`src/rtl/pend_intc_pkg.sv`:
```
package pend_intc_pkg;

    // register word addresses
    localparam logic [2:0] ADDR_SRCPND = 3'd0;
    localparam logic [2:0] ADDR_MASK   = 3'd1;
    localparam logic [2:0] ADDR_MODE   = 3'd2;
    localparam logic [2:0] ADDR_INTPND = 3'd3;
    localparam logic [2:0] ADDR_OFFSET = 3'd4;

    // arbiter state machine
    typedef enum logic [0:0] {
        ARB_SCAN = 1'b0,  // interrupt-pending empty, looking for a winner
        ARB_HOLD = 1'b1   // winner latched, waiting for software clear
    } arb_state_e;

endpackage

```
`src/rtl/pend_intc_cfg.sv`:
```
module pend_intc_cfg #(
    parameter int NSRC = 8
) (
    input  logic            clk,
    input  logic            rst_n,
    input  logic [NSRC-1:0] src_req,
    input  logic            reg_wr,
    input  logic [2:0]      reg_addr,
    input  logic [NSRC-1:0] reg_wdata,
    output logic [NSRC-1:0] srcpnd,
    output logic [NSRC-1:0] mask,
    output logic [NSRC-1:0] mode
);
    import pend_intc_pkg::*;

    logic [NSRC-1:0] src_clr;
    logic            mask_we;
    logic            mode_we;

    always_comb begin
        src_clr = (reg_wr && reg_addr == ADDR_SRCPND) ? reg_wdata : '0;
        mask_we = reg_wr && reg_addr == ADDR_MASK;
        mode_we = reg_wr && reg_addr == ADDR_MODE;
    end

    // source-pending: write-1-to-clear, a live request wins over a clear
    always_ff @(posedge clk or negedge rst_n) begin
        if (!rst_n) begin
            srcpnd <= '0;
        end else begin
            srcpnd <= (srcpnd & ~src_clr) | src_req;
        end
    end

    always_ff @(posedge clk or negedge rst_n) begin
        if (!rst_n) begin
            mask <= '1;
            mode <= '0;
        end else begin
            if (mask_we) mask <= reg_wdata;
            if (mode_we) mode <= reg_wdata;
        end
    end

    AST_SRC_LATCH: assert property (@(posedge clk) disable iff (!rst_n)
        (src_req != '0) |=> ((srcpnd & $past(src_req)) == $past(src_req)));

    AST_ZERO_WRITE_KEEPS: assert property (@(posedge clk) disable iff (!rst_n)
        (reg_wr && reg_addr == ADDR_SRCPND) |=>
        ((srcpnd & ~$past(reg_wdata)) == ($past(srcpnd) & ~$past(reg_wdata)) | ($past(src_req) & ~$past(reg_wdata))));

endmodule

```
`src/rtl/pend_intc_prio.sv`:
```
module pend_intc_prio #(
    parameter int NSRC = 8,
    localparam int IDXW = (NSRC > 1) ? $clog2(NSRC) : 1
) (
    input  logic [NSRC-1:0] req,
    output logic [NSRC-1:0] grant,
    output logic [IDXW-1:0] index
);
    // found[i] is high when any request below index i is present
    logic [NSRC-1:0] found;

    assign found[0] = 1'b0;

    genvar gi;
    generate
        for (gi = 1; gi < NSRC; gi++) begin : g_chain
            assign found[gi] = found[gi-1] | req[gi-1];
        end
    endgenerate

    assign grant = req & ~found;

    always_comb begin
        index = '0;
        for (int i = 0; i < NSRC; i++) begin
            if (grant[i]) index = index | IDXW'(i);
        end
    end

endmodule

```
`src/rtl/pend_intc_arb.sv`:
```
module pend_intc_arb #(
    parameter int NSRC = 8,
    localparam int IDXW = (NSRC > 1) ? $clog2(NSRC) : 1
) (
    input  logic            clk,
    input  logic            rst_n,
    input  logic [NSRC-1:0] cand,
    input  logic            clr_wr,
    input  logic [NSRC-1:0] clr_data,
    output logic [NSRC-1:0] intpnd,
    output logic [IDXW-1:0] offset
);
    import pend_intc_pkg::*;

    arb_state_e      st_q, st_d;
    logic            load_win;
    logic            drop_win;
    logic [NSRC-1:0] win_hot;
    logic [IDXW-1:0] win_idx;

    pend_intc_prio #(.NSRC(NSRC)) u_prio (
        .req   (cand),
        .grant (win_hot),
        .index (win_idx)
    );

    // state register
    always_ff @(posedge clk or negedge rst_n) begin
        if (!rst_n) st_q <= ARB_SCAN;
        else        st_q <= st_d;
    end

    // transitions: scan->hold on a candidate, hold->scan on a clear of the winner
    always_comb begin
        st_d     = st_q;
        load_win = 1'b0;
        drop_win = 1'b0;
        unique case (st_q)
            ARB_SCAN: begin
                if (cand != '0) begin
                    st_d     = ARB_HOLD;
                    load_win = 1'b1;
                end
            end
            ARB_HOLD: begin
                if (clr_wr && ((intpnd & clr_data) != '0)) begin
                    st_d     = ARB_SCAN;
                    drop_win = 1'b1;
                end
            end
            default: st_d = ARB_SCAN;
        endcase
    end

    // outputs of the machine: winner and its offset
    always_ff @(posedge clk or negedge rst_n) begin
        if (!rst_n) begin
            intpnd <= '0;
            offset <= '0;
        end else if (load_win) begin
            intpnd <= win_hot;
            offset <= win_idx;
        end else if (drop_win) begin
            intpnd <= '0;
            offset <= '0;
        end
    end

    AST_ONE_WINNER: assert property (@(posedge clk) disable iff (!rst_n)
        $onehot0(intpnd));

    AST_WINNER_HELD: assert property (@(posedge clk) disable iff (!rst_n)
        (intpnd != '0 && !(clr_wr && (intpnd & clr_data) != '0)) |=> $stable(intpnd));

    AST_WIN_FROM_CAND: assert property (@(posedge clk) disable iff (!rst_n)
        (intpnd == '0) |=> ((intpnd & ~$past(cand)) == '0));

    AST_OFFSET_MATCH: assert property (@(posedge clk) disable iff (!rst_n)
        (intpnd != '0) |-> intpnd[offset]);

    AST_STATE_AGREE: assert property (@(posedge clk) disable iff (!rst_n)
        (st_q == ARB_HOLD) == (intpnd != '0));

endmodule

```
`src/rtl/pend_intc.sv`:
```
module pend_intc #(
    parameter int NSRC = 8,
    localparam int IDXW = (NSRC > 1) ? $clog2(NSRC) : 1
) (
    input  logic            clk,
    input  logic            rst_n,
    input  logic [NSRC-1:0] src_req,
    input  logic            reg_wr,
    input  logic [2:0]      reg_addr,
    input  logic [NSRC-1:0] reg_wdata,
    output logic [NSRC-1:0] reg_rdata,
    output logic            irq_o,
    output logic            fiq_o
);
    import pend_intc_pkg::*;

    logic [NSRC-1:0] srcpnd;
    logic [NSRC-1:0] mask;
    logic [NSRC-1:0] mode;
    logic [NSRC-1:0] intpnd;
    logic [IDXW-1:0] offset;
    logic [NSRC-1:0] irq_cand;
    logic [NSRC-1:0] fiq_live;
    logic            ip_wr;

    pend_intc_cfg #(.NSRC(NSRC)) u_cfg (
        .clk       (clk),
        .rst_n     (rst_n),
        .src_req   (src_req),
        .reg_wr    (reg_wr),
        .reg_addr  (reg_addr),
        .reg_wdata (reg_wdata),
        .srcpnd    (srcpnd),
        .mask      (mask),
        .mode      (mode)
    );

    assign irq_cand = srcpnd & ~mask & ~mode;
    assign fiq_live = srcpnd & ~mask & mode;
    assign ip_wr    = reg_wr && reg_addr == ADDR_INTPND;

    pend_intc_arb #(.NSRC(NSRC)) u_arb (
        .clk      (clk),
        .rst_n    (rst_n),
        .cand     (irq_cand),
        .clr_wr   (ip_wr),
        .clr_data (reg_wdata),
        .intpnd   (intpnd),
        .offset   (offset)
    );

    always_comb begin
        case (reg_addr)
            ADDR_SRCPND: reg_rdata = srcpnd;
            ADDR_MASK:   reg_rdata = mask;
            ADDR_MODE:   reg_rdata = mode;
            ADDR_INTPND: reg_rdata = intpnd;
            ADDR_OFFSET: reg_rdata = NSRC'(offset);
            default:     reg_rdata = '0;
        endcase
    end

    assign irq_o = intpnd != '0;
    assign fiq_o = fiq_live != '0;

    AST_FIQ_NOT_ARBITRATED: assert property (@(posedge clk) disable iff (!rst_n)
        ((intpnd & mode) != '0) |-> $past(intpnd != '0));

    AST_IRQ_HAS_SOURCE: assert property (@(posedge clk) disable iff (!rst_n)
        $rose(irq_o) |-> ($past(srcpnd & ~mask) != '0));

endmodule

```
`config.mk`:
```
export PLATFORM = sky130hd
export DESIGN_NAME = pend_intc
export DESIGN_NICKNAME = d
export VERILOG_FILES = /design/src/rtl/pend_intc_pkg.sv /design/src/rtl/pend_intc_cfg.sv /design/src/rtl/pend_intc_prio.sv /design/src/rtl/pend_intc_arb.sv /design/src/rtl/pend_intc.sv
export SDC_FILE = /design/constraint.sdc
export NUM_CORES = 1
export LEC_CHECK = 0
export ABC_AREA = 1
export CORE_MARGIN = 2
export CORE_UTILIZATION = 45
export DETAILED_ROUTE_END_ITERATION = 6
export PLACE_DENSITY = 0.7
export SETUP_SLACK_MARGIN = 0.4
export SLEW_MARGIN = 15
export SYNTH_ARGS = -nofsm -noshare
export SYNTH_HDL_FRONTEND = slang
export SYNTH_HIERARCHICAL = 1
export SYNTH_SLANG_ARGS = --single-unit
```
`constraint.sdc`:
```
create_clock -name clk -period 1.42 [get_ports clk]
set_input_delay 0.284 -clock clk [delete_from_list [all_inputs] [get_ports clk]]
set_output_delay 0.284 -clock clk [all_outputs]
set_load 0.03 [all_outputs]
```
==> results of run 1 <==
layout make-up:
type	instances	area (µm²)	area share, %
flip-flops and latches	36	911	22.6
multi-input cells	249	1490	37.1
clock buffers	8	90.1	2.24
well taps	70	87.6	2.18
inverters	38	145	3.60
repair buffers	125	1300	32.3
per-stage QoR:
step                      utilization, %  total power [W]  cell area (µm²)
final                               79.3          0.00431             4030
after global routing                79.3          0.00449             4030
after CTS                           75.7          0.00408             3840
after detailed placement            65.5          0.00299             3320
after global placement              65.5          0.00295             3320
after floorplan                        -          0.00220             2440
layout by cell type, fill, tap and decap left out, types with 6 or more instances in the layout:
| cell type | count |
|---|---|
| buf_12 | 10 |
| buf_4 | 60 |
| buf_6 | 30 |
| clkbuf_8 | 6 |
| clkdlybuf4s50_1 | 17 |
| dfrtp_1 | 28 |
| dfstp_2 | 8 |
| inv_1 | 25 |
| inv_2 | 12 |
| nand2_1 | 89 |
| nand2_2 | 17 |
| nand2_4 | 6 |
| nand3_1 | 50 |
| nand3_2 | 16 |
| nand4_1 | 22 |
| nor2_1 | 9 |
| nor2_2 | 12 |
| nor2_4 | 14 |
per-layer routing:
metal / part of all wire [%] / track usage [%] / wire [µm] / vias to the layer above
li1: - / - / - / 1333
met1: 38 / 37.6 / 3630 / 1420
met2: 47 / 49.6 / 4480 / 217
met3: 8.6 / 5.45 / 813 / 60
met4: 5.7 / 17.5 / 538 / 0
met5: 0 / 0 / 0 / -
path summary, 6_finish.rpt:
path,slack (ns),from,endpoint
hold / removal,0.36,rst_n,u_cfg/srcpnd[3]
setup reg to reg,-0.23,u_cfg/mask[3],u_arb/intpnd[1]
setup / recovery,-0.23,u_cfg/mask[3],u_arb/intpnd[1]
hold reg to reg,0.47,u_cfg/mask[2],u_cfg/mask[2]
max in group asynchronous,0.80,rst_n,u_cfg/mask[7]
min in group clk,0.47,u_cfg/mask[2],u_cfg/mask[2]
flip-flops by register name (all words and copies together) (netlist names):
register / cells
u_arb/intpnd: 8
u_cfg/mask: 8
u_cfg/mode: 8
u_cfg/srcpnd: 8
u_arb/offset: 3
u_arb/st_q: 1
synthesized netlist by cell type, drive strengths merged:
cell    instances  area share, %
clkbuf          2            1.2
nand4          23            6.7
o21ai           5            1.4
nor2           34            7.6
nor3            5            1.5
dfrtp          28             30
buf            11            3.8
nand3          66             14
nor4            2           0.53
nand2         113             19
dfstp           8            8.9
inv            38            6.0
cells by family after synthesis:
logic type             share of synthesized area (%)
buffers and inverters                           11.0
DFF                                             38.6
and+or+nand+nor                                 49.1
AOI/OAI and AO/OA                               1.38
critical path: stages, from the launching register on:
cell	delay, ns
dfstp_2	0.56
inv_2	0.04
buf_4	0.13
nand2_4	0.06
nor2_4	0.04
nor2_2	0.13
nand2_1	0.09
o21ai_2	0.19
buf_6	0.17
nand3_1	0.09
nand2_1	0.08
power by group:
group | switching [W] | internal [W] | total (W) | leakage, nW
combinational | 0.00116 | 0.00103 | 0.00219 | 1.55
sequential | 0.000127 | 0.00122 | 0.00135 | 0.415
clock | 0.000374 | 0.000396 | 0.000770 | 0.0455
timing repair:
action	CTS	global route
gates resized for setup	89	51
buffers inserted	10	2
gates cloned	6	0
setup endpoints to repair	46	45
pin swaps	55	33
==> key figures, run 1 <==
GRT
  – Largest net degree at the start of global routing: 37
  – First-pass GRT wire length: between 10 and 15 mm
  – Global route overflow: 0
  – Vias in the first global route: 2855
  – Initial antenna violation count: 0
  – Total Routing Usage GR: a little under a third

Worst setup path
  – Critical Path Sink Type: flop
  – Cell count of the worst reg-to-reg path: 10
  – Worst EP required: 1.65 ns
  – Arr. time, crit path: between 1.5 and 2 ns
  – CP max FO: 8
  – Startpoint types: flop
  – Crit path kind: flop to flop

Place
  – Placed cells: 500
  – Dpl hpwl: ~5.4 mm
  – Count of buffers from port buffering: 31
  – Routability cong.: 0.878
  – Pre-CTS setup slack: -0.447 ns

Routing
  – Avg WL per Cell: 18.0 µm
  – # DRC: 0
  – DRT antenna net count: 0
  – DR vias/cell: 5.76
  – Starting DRC count in detailed routing: just under 300
  – Drt total wl: 9.45 mm
  – DRT Pass-1 Iters: 5
  – Total number of vias: roughly 3000

STA
  – Worst Clk Skew: roughly 0.0039 ns
  – Fmax: 0.604 GHz
  – Final Setup Violations: 22
  – Worst-Margin Slew: 0.335 ns
  – RSZ-0062 raised after global routing: true
  – Slew Limit Fails: 0
  – Setup ws final: -0.235 ns
  – Hold Vio Cnt, Final: 0
  – Relative slew margins: 77.6%
  – Fin crit period: between 1.5 and 2 ns
  – Worst hold margin: 0.360 ns
  – Setup TNS: -4.09 ns
  – Crit share post-route: 117%

Synth
  – Netlist cell types: 24
  – Syn Inst Count: roughly 340
  – Synth Warn #: 6
  – FF+latch count, synth: 36
  – Syn Std Cell Area: roughly 2400 µm²
  – Post-Syn Area per Cell: around 7.0 µm²
  – Post-synthesis sequential area ratio: between 30% and 40%
  – Post-Synthesis Net Count: ~360

Die
  – Initial Util: approximately 47%
  – Core Rows: 26
  – Die area: around 6000 µm²
  – Die Wd: between 70 and 80 µm
  – Die height: between 70 and 80 µm
  – Total I/O pin count: 32
  – Placeable core region: roughly 5100 µm²

Finish
  – Final Non-Filler Cells: around 530
  – Layout cell share with drive strength beyond 1: 46.3%
  – Fin nets: between 400 and 500
  – Synth-to-layout area growth: 70.5%
  – Number of antenna diodes: 0
  – Fillers: 310

Clock tree
  – CTS Buf Count: 5
  – Clock buffer depth: 2
  – CTS Hold Bufs: 0
  – Clock latency on the worst-skew pair: just under 0.3 ns
  – Clock H-tree levels: 2
  – Clk sink count: 36
  – Root Driver: clkbuf_8
  – Worst-path clk slew: 0.07 ns
  – CTS tree: yes

Flow run
  – Max-Cap Viols: 0

Hold path
  – Hold Path Class: input pin to asynchronous set/reset pin

Outcome
  – Status: finished with violations
  – Failing checks: setup timing

Power and ir drop
  – Maximum vdd drop: around 0.66 mV
  – PwrDens: approximately 1100 nW/µm²
  – Leak: between 2 and 2.5 nW
Power figures use the tool's default switching activity.
==> run 2, diff against run 1 <==
Settings changed: SETUP_SLACK_MARGIN 0.4 to 0.05, TNS_END_PERCENT set to 100.
==> run 2 against run 1 <==
  * The run still ends with setup timing left
  * Register-to-register slack better by 0.03 ns
  * Die area unchanged
  * Sequential cell count unchanged
  * Critical path depth down 4
  * Sequential power about the same
  * Clock power down 3.4%
  * Clock-buffer cell count unchanged
  * Sequential share of layout area up 1.7 points
==> key figures, run 2 (synthesis gave the netlist of run 1 again) <==
Outcome
  – Status: finished with violations
  – Failing checks: setup timing

Power and ir drop
  – PwrDens: ~1100 nW/µm²
  – Maximum vdd drop: between 0.6 and 0.7 mV
  – Leak: between 1.5 and 2 nW
  – Total power: 0.00409 W

STA
  – RSZ-0062 raised after global routing: true
  – Fmax: roughly 0.61 GHz
  – Hold Vio Cnt, Final: 0
  – Setup ws final: -0.227 ns
  – Worst Clk Skew: 0.00610 ns
  – Slew Limit Fails: 0
  – Crit share post-route: 116%
  – Relative slew margins: between 70% and 80%
  – Final Setup Violations: 22
  – Worst-Margin Slew: 0.346 ns
  – Setup TNS: -3.47 ns
  – Fin crit period: between 1.5 and 2 ns

Clock tree
  – Root Driver: clkbuf_8
  – Clock H-tree levels: 2
  – CTS tree: yes
  – Worst-path clk slew: 0.07 ns
  – Clock latency on the worst-skew pair: 0.28 ns
  – Clk sink count: 36
  – CTS Buf Count: 5
  – Clock buffer depth: 2

Flow run
  – Max-Cap Viols: 0

Place
  – Dpl cell area: ~3300 µm²
  – Count of buffers from port buffering: 31
  – Dpl hpwl: around 5.2 mm
  – Routability cong.: between 0.9 and 1
  – Placed cells: 500

GRT
  – Global route overflow: 0
  – First-pass GRT wire length: 12.3 mm
  – Total Routing Usage GR: a little over a quarter
  – Initial antenna violation count: 0
  – Vias in the first global route: 2623
  – Largest net degree at the start of global routing: 37

Routing
  – DRT Pass-1 Iters: 5
  – # DRC: 0
  – DR vias/cell: between 5 and 6
  – Starting DRC count in detailed routing: roughly 210
  – Avg WL per Cell: around 15 µm
  – Drt total wl: about 7.5 mm
  – Total number of vias: ~2700
  – DRT antenna net count: 0

Finish
  – Number of antenna diodes: 0
  – Most frequent cells in the layout: 100 x nand2_1, 61 x buf_4, 52 x nand3_1
  – Layout cell share with drive strength beyond 1: ~40%
  – Design Area, Final: between 3000 and 4000 µm²
  – Fin nets: approximately 470
  – Synth-to-layout area growth: 58.5%
  – Commonest non-fill, non-tap cell in the layout: nand2_1
  – Final core utilization: between 70% and 80%
  – Fillers: a little under 400
  – Final Non-Filler Cells: a little over 500

Worst setup path
  – CP max FO: 2
  – Reg2reg start: u_cfg/mask[0]
  – Crit path from: u_cfg/mask[0]
  – Crit path kind: flop to output pin
  – Crit-path cells: nor2_2 -> nand2_2 -> nand2_2 -> nor2_1 -> nand2_1 -> buf_6
  – Worst path max stage delay: 0.56 ns
  – Startpoint types: flop
  – Worst-path cell with the longest stage delay: dfstp_2
  – Critical Path Sink Type: output pin
  – Arr. time, crit path: 1.36 ns
  – Most frequent CP cell: nand2_2
  – Worst EP required: approximately 1.1 ns

Die
  – Placeable core region: 5070 µm²
  – Die Wd: about 76 µm
  – Die height: ~76 µm
  – Initial Util: 46.5%
  – Core Rows: 26
  – Die area: about 5800 µm²
  – Total I/O pin count: 32

Hold path
  – Hold Path Class: input pin to asynchronous set/reset pin
-- run 2: cell count changes in the layout (fill, tap and decap cells not counted), sizes merged --
| cell | delta |
|---|---|
| buf | -9 |
| bufbuf | -1 |
| clkdlybuf4s50 | +1 |
| nor2 | -1 |
| clkdlybuf4s15 | -1 |
| clkbuf | +1 |
-- run 2: power by group --
group          leakage, nW  internal (W)  switching [W]  total (W)
registers            0.415       0.00122       0.000118    0.00134
clock network       0.0455      0.000396       0.000348   0.000744
logic                 1.47      0.000953        0.00105    0.00200
total                 1.93       0.00257        0.00152    0.00409
-- run 2: through the flow --
step / setup slack [ns] / hold slack, ns
CTS: -0.202 / 0.368
floorplan: 0.0560 / -0.0116
detailed placement: -0.429 / 0.460
global route: -0.305 / 0.372
finish: -0.227 / 0.358
global placement: -0.395 / 0.456
-- run 2: layout make-up --
type / instances / area (µm²) / share of cell area [%]
inverter: 38 / 143 / 3.81
tap: 70 / 87.6 / 2.34
timing repair buffer: 116 / 1100 / 29.5
clock buffer: 8 / 90.1 / 2.41
sequential: 36 / 911 / 24.3
multi-input combinational: 248 / 1410 / 37.6
-- run 2: worst max-delay path: cells and delay by family (launching register included) --
kind | cells | cell delay (ns)
buffers and inverters | 1 | 0.14
DFF | 1 | 0.56
and+or+nand+nor | 5 | 0.38
-- run 2: layer usage --
metal	track usage (%)	up-vias	routed length [µm]
li1	-	1318	-
met3	4.15	19	482
met5	0	-	0
met4	9.45	0	196
met2	43.1	125	3710
met1	34.5	1285	3130
-- run 2: worst paths after layout --
kind	end	slack (ns)	cells past startpoint
hold / removal	u_cfg/srcpnd[4]	0.36	2
setup / recovery	fiq_o	-0.23	6
hold reg to reg	u_cfg/srcpnd[0]	0.48	2
max in group asynchronous	u_cfg/mask[2]	0.80	2
min in group clk	u_cfg/srcpnd[0]	0.48	2
setup reg to reg	u_arb/offset[2]	-0.20	10
-- run 2: timing repair --
item | in CTS | in global routing
endpoints found under the setup margin | 43 | 22
gates resized for setup | 81 | 29
pin swaps | 45 | 34
hold buffers | 0 | 0
gates cloned | 0 | 1
setup buffers | 4 | 4
